## src/rtl/ilv_pick_pkg.sv

```systemverilog
package ilv_pick_pkg;
  // Routing decision for the byte currently offered upstream.
  typedef enum logic [1:0] {
    ROUTE_HALT = 2'd0,  // nothing moves (error or restart cycle)
    ROUTE_DROP = 2'd1,  // byte belongs to another image: consume and drop
    ROUTE_PASS = 2'd2   // byte belongs to the selected image: hand downstream
  } route_e;
endpackage

```

## src/rtl/ilv_sel_check.sv

```systemverilog
module ilv_sel_check #(
  parameter int MAX_IMAGES = 8,
  localparam int CNT_W = $clog2(MAX_IMAGES + 1),
  localparam int IDX_W = (MAX_IMAGES > 1) ? $clog2(MAX_IMAGES) : 1
) (
  input  logic [CNT_W-1:0] count,
  input  logic [CNT_W-1:0] sel,
  output logic             sel_ok,
  output logic [IDX_W-1:0] want_idx
);
  function automatic logic legal_pair(input logic [CNT_W-1:0] n, input logic [CNT_W-1:0] s);
    logic n_ok, s_ok;
    n_ok = (n != '0) && (int'(n) <= MAX_IMAGES);
    s_ok = (s != '0) && (s <= n);
    return n_ok && s_ok;
  endfunction

  function automatic logic [IDX_W-1:0] zero_based(input logic [CNT_W-1:0] s);
    logic [CNT_W-1:0] d;
    d = s - CNT_W'(1);
    return IDX_W'(d);
  endfunction

  always_comb begin
    sel_ok   = legal_pair(count, sel);
    want_idx = zero_based(sel);
  end
endmodule

```

## src/rtl/ilv_chunk_tracker.sv

```systemverilog
module ilv_chunk_tracker #(
  parameter int CHUNK_BYTES = 288,
  parameter int MAX_IMAGES  = 8,
  localparam int POS_W = (CHUNK_BYTES > 1) ? $clog2(CHUNK_BYTES) : 1,
  localparam int CNT_W = $clog2(MAX_IMAGES + 1),
  localparam int IDX_W = (MAX_IMAGES > 1) ? $clog2(MAX_IMAGES) : 1
) (
  input  logic             clk,
  input  logic             rst_n,
  input  logic             clear,
  input  logic             step,
  input  logic [CNT_W-1:0] count,
  output logic [POS_W-1:0] byte_pos,
  output logic [IDX_W-1:0] chunk_idx,
  output logic             chunk_end
);
  function automatic logic at_chunk_end(input logic [POS_W-1:0] p);
    return int'(p) == CHUNK_BYTES - 1;
  endfunction

  function automatic logic [IDX_W-1:0] next_chunk(input logic [IDX_W-1:0] idx,
                                                   input logic [CNT_W-1:0] n);
    logic [CNT_W:0] bumped;
    bumped = (CNT_W+1)'(idx) + (CNT_W+1)'(1);
    if (bumped >= {1'b0, n}) return '0;
    return IDX_W'(bumped);
  endfunction

  assign chunk_end = at_chunk_end(byte_pos);

  always_ff @(posedge clk or negedge rst_n) begin
    if (!rst_n) begin
      byte_pos  <= '0;
      chunk_idx <= '0;
    end else if (clear) begin
      byte_pos  <= '0;
      chunk_idx <= '0;
    end else if (step) begin
      if (chunk_end) begin
        byte_pos  <= '0;
        chunk_idx <= next_chunk(chunk_idx, count);
      end else begin
        byte_pos  <= byte_pos + POS_W'(1);
      end
    end
  end

  // position stays inside one chunk and one round
  p_pos_bound_r1: assert property (@(posedge clk) disable iff (!rst_n)
    (int'(byte_pos) < CHUNK_BYTES) && (int'(chunk_idx) < MAX_IMAGES));

  // chunk index only changes across a chunk boundary
  p_chunk_walk_r1: assert property (@(posedge clk) disable iff (!rst_n)
    (!clear && !(step && chunk_end)) |=> $stable(chunk_idx));

  // position holds when no byte is taken
  p_hold_idle_r3: assert property (@(posedge clk) disable iff (!rst_n)
    (!clear && !step) |=> $stable(byte_pos));

  // restart returns to the first byte of the first chunk
  p_restart_home_r5: assert property (@(posedge clk) disable iff (!rst_n)
    clear |=> (byte_pos == '0) && (chunk_idx == '0));
endmodule

```

## src/rtl/ilv_image_picker.sv

```systemverilog
module ilv_image_picker
  import ilv_pick_pkg::*;
#(
  parameter int DATA_W      = 8,
  parameter int CHUNK_BYTES = 288,
  parameter int MAX_IMAGES  = 8,
  localparam int CNT_W = $clog2(MAX_IMAGES + 1)
) (
  input  logic              clk,
  input  logic              rst_n,
  input  logic              restart,
  input  logic [CNT_W-1:0]  img_count,
  input  logic [CNT_W-1:0]  img_sel,
  input  logic [DATA_W-1:0] up_data,
  input  logic              up_valid,
  output logic              up_ready,
  output logic [DATA_W-1:0] dn_data,
  output logic              dn_valid,
  input  logic              dn_ready,
  output logic              sel_err
);
  localparam int POS_W = (CHUNK_BYTES > 1) ? $clog2(CHUNK_BYTES) : 1;
  localparam int IDX_W = (MAX_IMAGES > 1) ? $clog2(MAX_IMAGES) : 1;

  logic             sel_ok;
  logic [IDX_W-1:0] want_idx;
  logic [POS_W-1:0] byte_pos;
  logic [IDX_W-1:0] chunk_idx;
  logic             chunk_end;
  logic             take;
  logic             own_chunk;
  route_e           route;

  ilv_sel_check #(.MAX_IMAGES(MAX_IMAGES)) u_sel (
    .count    (img_count),
    .sel      (img_sel),
    .sel_ok   (sel_ok),
    .want_idx (want_idx)
  );

  ilv_chunk_tracker #(.CHUNK_BYTES(CHUNK_BYTES), .MAX_IMAGES(MAX_IMAGES)) u_trk (
    .clk       (clk),
    .rst_n     (rst_n),
    .clear     (restart),
    .step      (take),
    .count     (img_count),
    .byte_pos  (byte_pos),
    .chunk_idx (chunk_idx),
    .chunk_end (chunk_end)
  );

  assign own_chunk = (chunk_idx == want_idx);

  always_comb begin
    if (!sel_ok || restart) route = ROUTE_HALT;
    else if (own_chunk)     route = ROUTE_PASS;
    else                    route = ROUTE_DROP;
  end

  assign sel_err  = !sel_ok;
  assign up_ready = (route == ROUTE_DROP) || ((route == ROUTE_PASS) && dn_ready);
  assign dn_valid = (route == ROUTE_PASS) && up_valid;
  assign dn_data  = up_data;
  assign take     = up_valid && up_ready;

  // an invalid selection blocks both sides
  p_err_block_r6: assert property (@(posedge clk) disable iff (!rst_n)
    sel_err |-> (!up_ready && !dn_valid));

  // skipping never waits on the sink
  p_skip_free_r3: assert property (@(posedge clk) disable iff (!rst_n)
    (!sel_err && !restart && !own_chunk) |-> (up_ready && !dn_valid));

  // forwarding couples the two handshakes
  p_pass_couple_r4: assert property (@(posedge clk) disable iff (!rst_n)
    (!sel_err && !restart && own_chunk) |-> ((up_ready == dn_ready) && (dn_valid == up_valid)));

  // nothing is accepted in a restart cycle
  p_restart_idle_r5: assert property (@(posedge clk) disable iff (!rst_n)
    restart |-> !up_ready);
endmodule

```

## config.mk

```make
export PLATFORM = sky130hd
export DESIGN_NAME = ilv_image_picker
export DESIGN_NICKNAME = d
export VERILOG_FILES = /design/src/rtl/ilv_pick_pkg.sv /design/src/rtl/ilv_sel_check.sv /design/src/rtl/ilv_chunk_tracker.sv /design/src/rtl/ilv_image_picker.sv
export SDC_FILE = /design/constraint.sdc
export NUM_CORES = 1
export LEC_CHECK = 0
export ABC_AREA = 1
export BUFFER_PORTS_ARGS = -buffer_cell sky130_fd_sc_hd__buf_2
export CORE_MARGIN = 5
export CORE_UTILIZATION = 50
export DETAILED_ROUTE_END_ITERATION = 6
export PLACE_DENSITY_LB_ADDON = 0.25
export SLEW_MARGIN = 10
export SYNTH_ARGS = -nofsm -noshare
export SYNTH_HDL_FRONTEND = slang
export SYNTH_HIERARCHICAL = 1
export SYNTH_SLANG_ARGS = --single-unit
```

## constraint.sdc

```tcl
create_clock -name clk -period 2.56 [get_ports clk]
set_input_delay 0.256 -clock clk [delete_from_list [all_inputs] [get_ports clk]]
set_output_delay 0.256 -clock clk [all_outputs]
set_load 0.05 [all_outputs]
```

==> metrics.csv <==
stage,metric,value,unit
run_status,outcome,"complete, no violations",
min_path,whs_endpoint,u_trk/byte_pos[4]$_DFFE_PN0P_,
clock_network,path_clk_slew,0.07,ns
setup_path,reg2reg_from,u_trk/chunk_idx[0]$_DFFE_PN0P_,
clock_network,ctsResizeCount,0,
sta,setup_viol,0,
place,postPlaceCellArea,1190,um^2
run,max_cap_violations,0,
min_path,min_path_cells,2,
place,routabilityCongestion,0.831,
drt,ant_nets,0,
global_route,grt_pass1_vias,1039,
sta,final.period_utilization,0.783,
synthesis,syn-num-nets,205,
drt,drt_iter0_markers,24,
place,dp_hpwl,2.08,mm
place,place_inst,208,
global_route,gr-total-overflow,0,
power,peakVddDrop,0.000273,V
layout,layout_commonest_cell,nand2_1,
clock_network,cts_tree,built,
setup_path,cp-end-kind,flop,
setup_path,critPathLaunchType,primary input,
die,die_w,57.8,um
layout,final_cells,213,
clock_network,clockBufferDepth,2,
layout,num_antenna_cells,0,
global_route,grt_use_total,0.165,
die,io_pins,32,
layout,post-route-util,0.565,
synthesis,syn_area_per_cell,6.60,um^2
global_route,grt_max_degree,13,
drt,vias_per_cell,4.96,
sta,slew-limit-headroom,0.813,
synthesis,synthCells,173,
sta,hold_ws,0.220,ns
sta,rsz0062_at_grt,no,
power,power.leakage,0.705,nW
clock_network,cts_made_buffers,3,
die,dieArea,3340,um^2
die,start_util,0.521,
power,power.density,560,nW/um^2
clock_network,insertion_delay,0.28,ns
clock_network,htreeDepth,1,
sta,hold_viol,0,
sta,tns,0,ns
setup_path,arrival,2.21,ns
sta,finalClockSkew,0.00121,ns
drt,vias,1057,
die,die_y,57.8,um
layout,syn2layout_area_growth,8.44,%
layout,design_area,1240,um^2
setup_path,r2r_end,u_trk/byte_pos[5]$_DFFE_PN0P_,
synthesis,yosysWarningCount,6,
power,power_frac_clock,0.216,
setup_path,r2r_cells,10,
global_route,grt_pass1_wl,4.27,mm
clock_network,clkSinkCount,12,
power,share_comb_of_total_power,0.409,
setup_path,ff2ff_setup_slack,0.80,ns
synthesis,synth_area,1140,um^2
setup_path,crit_path_max_fanout,7,
layout,nets,218,
global_route,antenna_found_initial,0,
power,p_int,0.417,mW
die,rows,17,
sta,fmax,0.499,GHz
drt,dr.pass1.iters,4,
sta,maxSlewViolCount,0,
layout,mostFrequentLayoutCells,"53 x nand2_1, 35 x inv_1, 18 x nor2_1",
setup_path,worstSetupPathType,in2reg,
place,place.port_buffers,15,
setup_path,worstPathRequired,2.77,ns
min_path,min_from,restart,
clock_network,clock-root-buffer,clkbuf_4,
layout,layout-drive-gt1-share,0.151,
min_path,holdCritPathClass,in2reg,
sta,period_needed,2.00,ns
sta,worstMarginPinSlew,0.281,ns
drt,wl,2.45,mm
power,switchingPower,0.275,mW
power,switching_share,0.398,
drt,routedWlPerCell,11.5,um
die,core_region_area,2190,um^2
power,seqPwrFrac,0.375,
drt,drcViolationCount,0,
## metrics by stage
stage / setup WS, ns / power [mW]
after floorplan: 0.278 / 0.503
after detailed placement: 0.274 / 0.546
after global routing: 0.323 / 0.765
after CTS: 0.564 / 0.702
final: 0.556 / 0.693
after global placement: 0.346 / 0.533
## area by class of cell
class / count / area, um^2
inverters: 36 / 135
multi-input cells: 117 / 646
well taps: 28 / 35.0
repair buffers: 16 / 85.1
flip-flops and latches: 12 / 300
fillers: 219 / 953
clock buffers: 4 / 36.3
## power by group through the flow
stage	combinational [mW]	sequential, mW	clock [mW]
2_1_floorplan	0.254	0.249	0
3_3_place_gp	0.271	0.262	0
3_5_place_dp	0.282	0.264	0
4_1_cts	0.286	0.260	0.156
5_1_grt	0.333	0.266	0.165
6_report	0.283	0.260	0.149
## how the worst max path moves through the flow
| stage | from | endpoint | slack (ns) | depth (start not counted) |
|---|---|---|---|---|
| 3_3_place_gp | img_count[3] | u_trk/byte_pos[5]$_DFFE_PN0P_ | 0.35 | 18 |
| 2_1_floorplan | img_count[3] | dn_valid | 0.28 | 9 |
| 5_1_grt | img_count[2] | u_trk/byte_pos[7]$_DFFE_PN0P_ | 0.32 | 20 |
| 6_report | img_count[1] | u_trk/byte_pos[5]$_DFFE_PN0P_ | 0.56 | 20 |
| 4_1_cts | img_count[1] | u_trk/byte_pos[5]$_DFFE_PN0P_ | 0.56 | 20 |
| 3_5_place_dp | img_count[1] | u_trk/byte_pos[5]$_DFFE_PN0P_ | 0.27 | 20 |
## per-layer routing
layer  part of all wire  vias to the layer above  global-route usage
li1                   -                      546                   -
met1               0.40                      478               0.169
met2               0.52                       20               0.303
met3              0.036                       13              0.0267
met4              0.039                        0               0.109
met5                  0                        -                   0
## registers in the layout, indices dropped and copies added, names as in the netlist
name and cells:
u_trk/byte_pos 9, u_trk/chunk_idx 3
## worst max-delay path: stages
cell     delay [ns]
buf_2          0.11
inv_1          0.05
ha_1           0.29
nand2_1        0.08
nand2_1        0.05
nand2_1        0.05
nand2_1        0.06
a21oi_2        0.11
inv_1          0.06
nor2_1         0.11
nand2_1        0.08
inv_1          0.05
nand2_1        0.04
inv_1          0.15
nor2_2         0.10
inv_1          0.10
nand3_1        0.11
o21ai_0        0.17
nand2_1        0.07
nor2_1         0.10
## repair_timing
| item | CTS | global route |
|---|---|---|
| endpoints found under the hold margin | 12 | 0 |
| setup buffers | 0 | 0 |
| hold buffers | 1 | 0 |
Note: power is estimated with default switching activity, not from simulation.
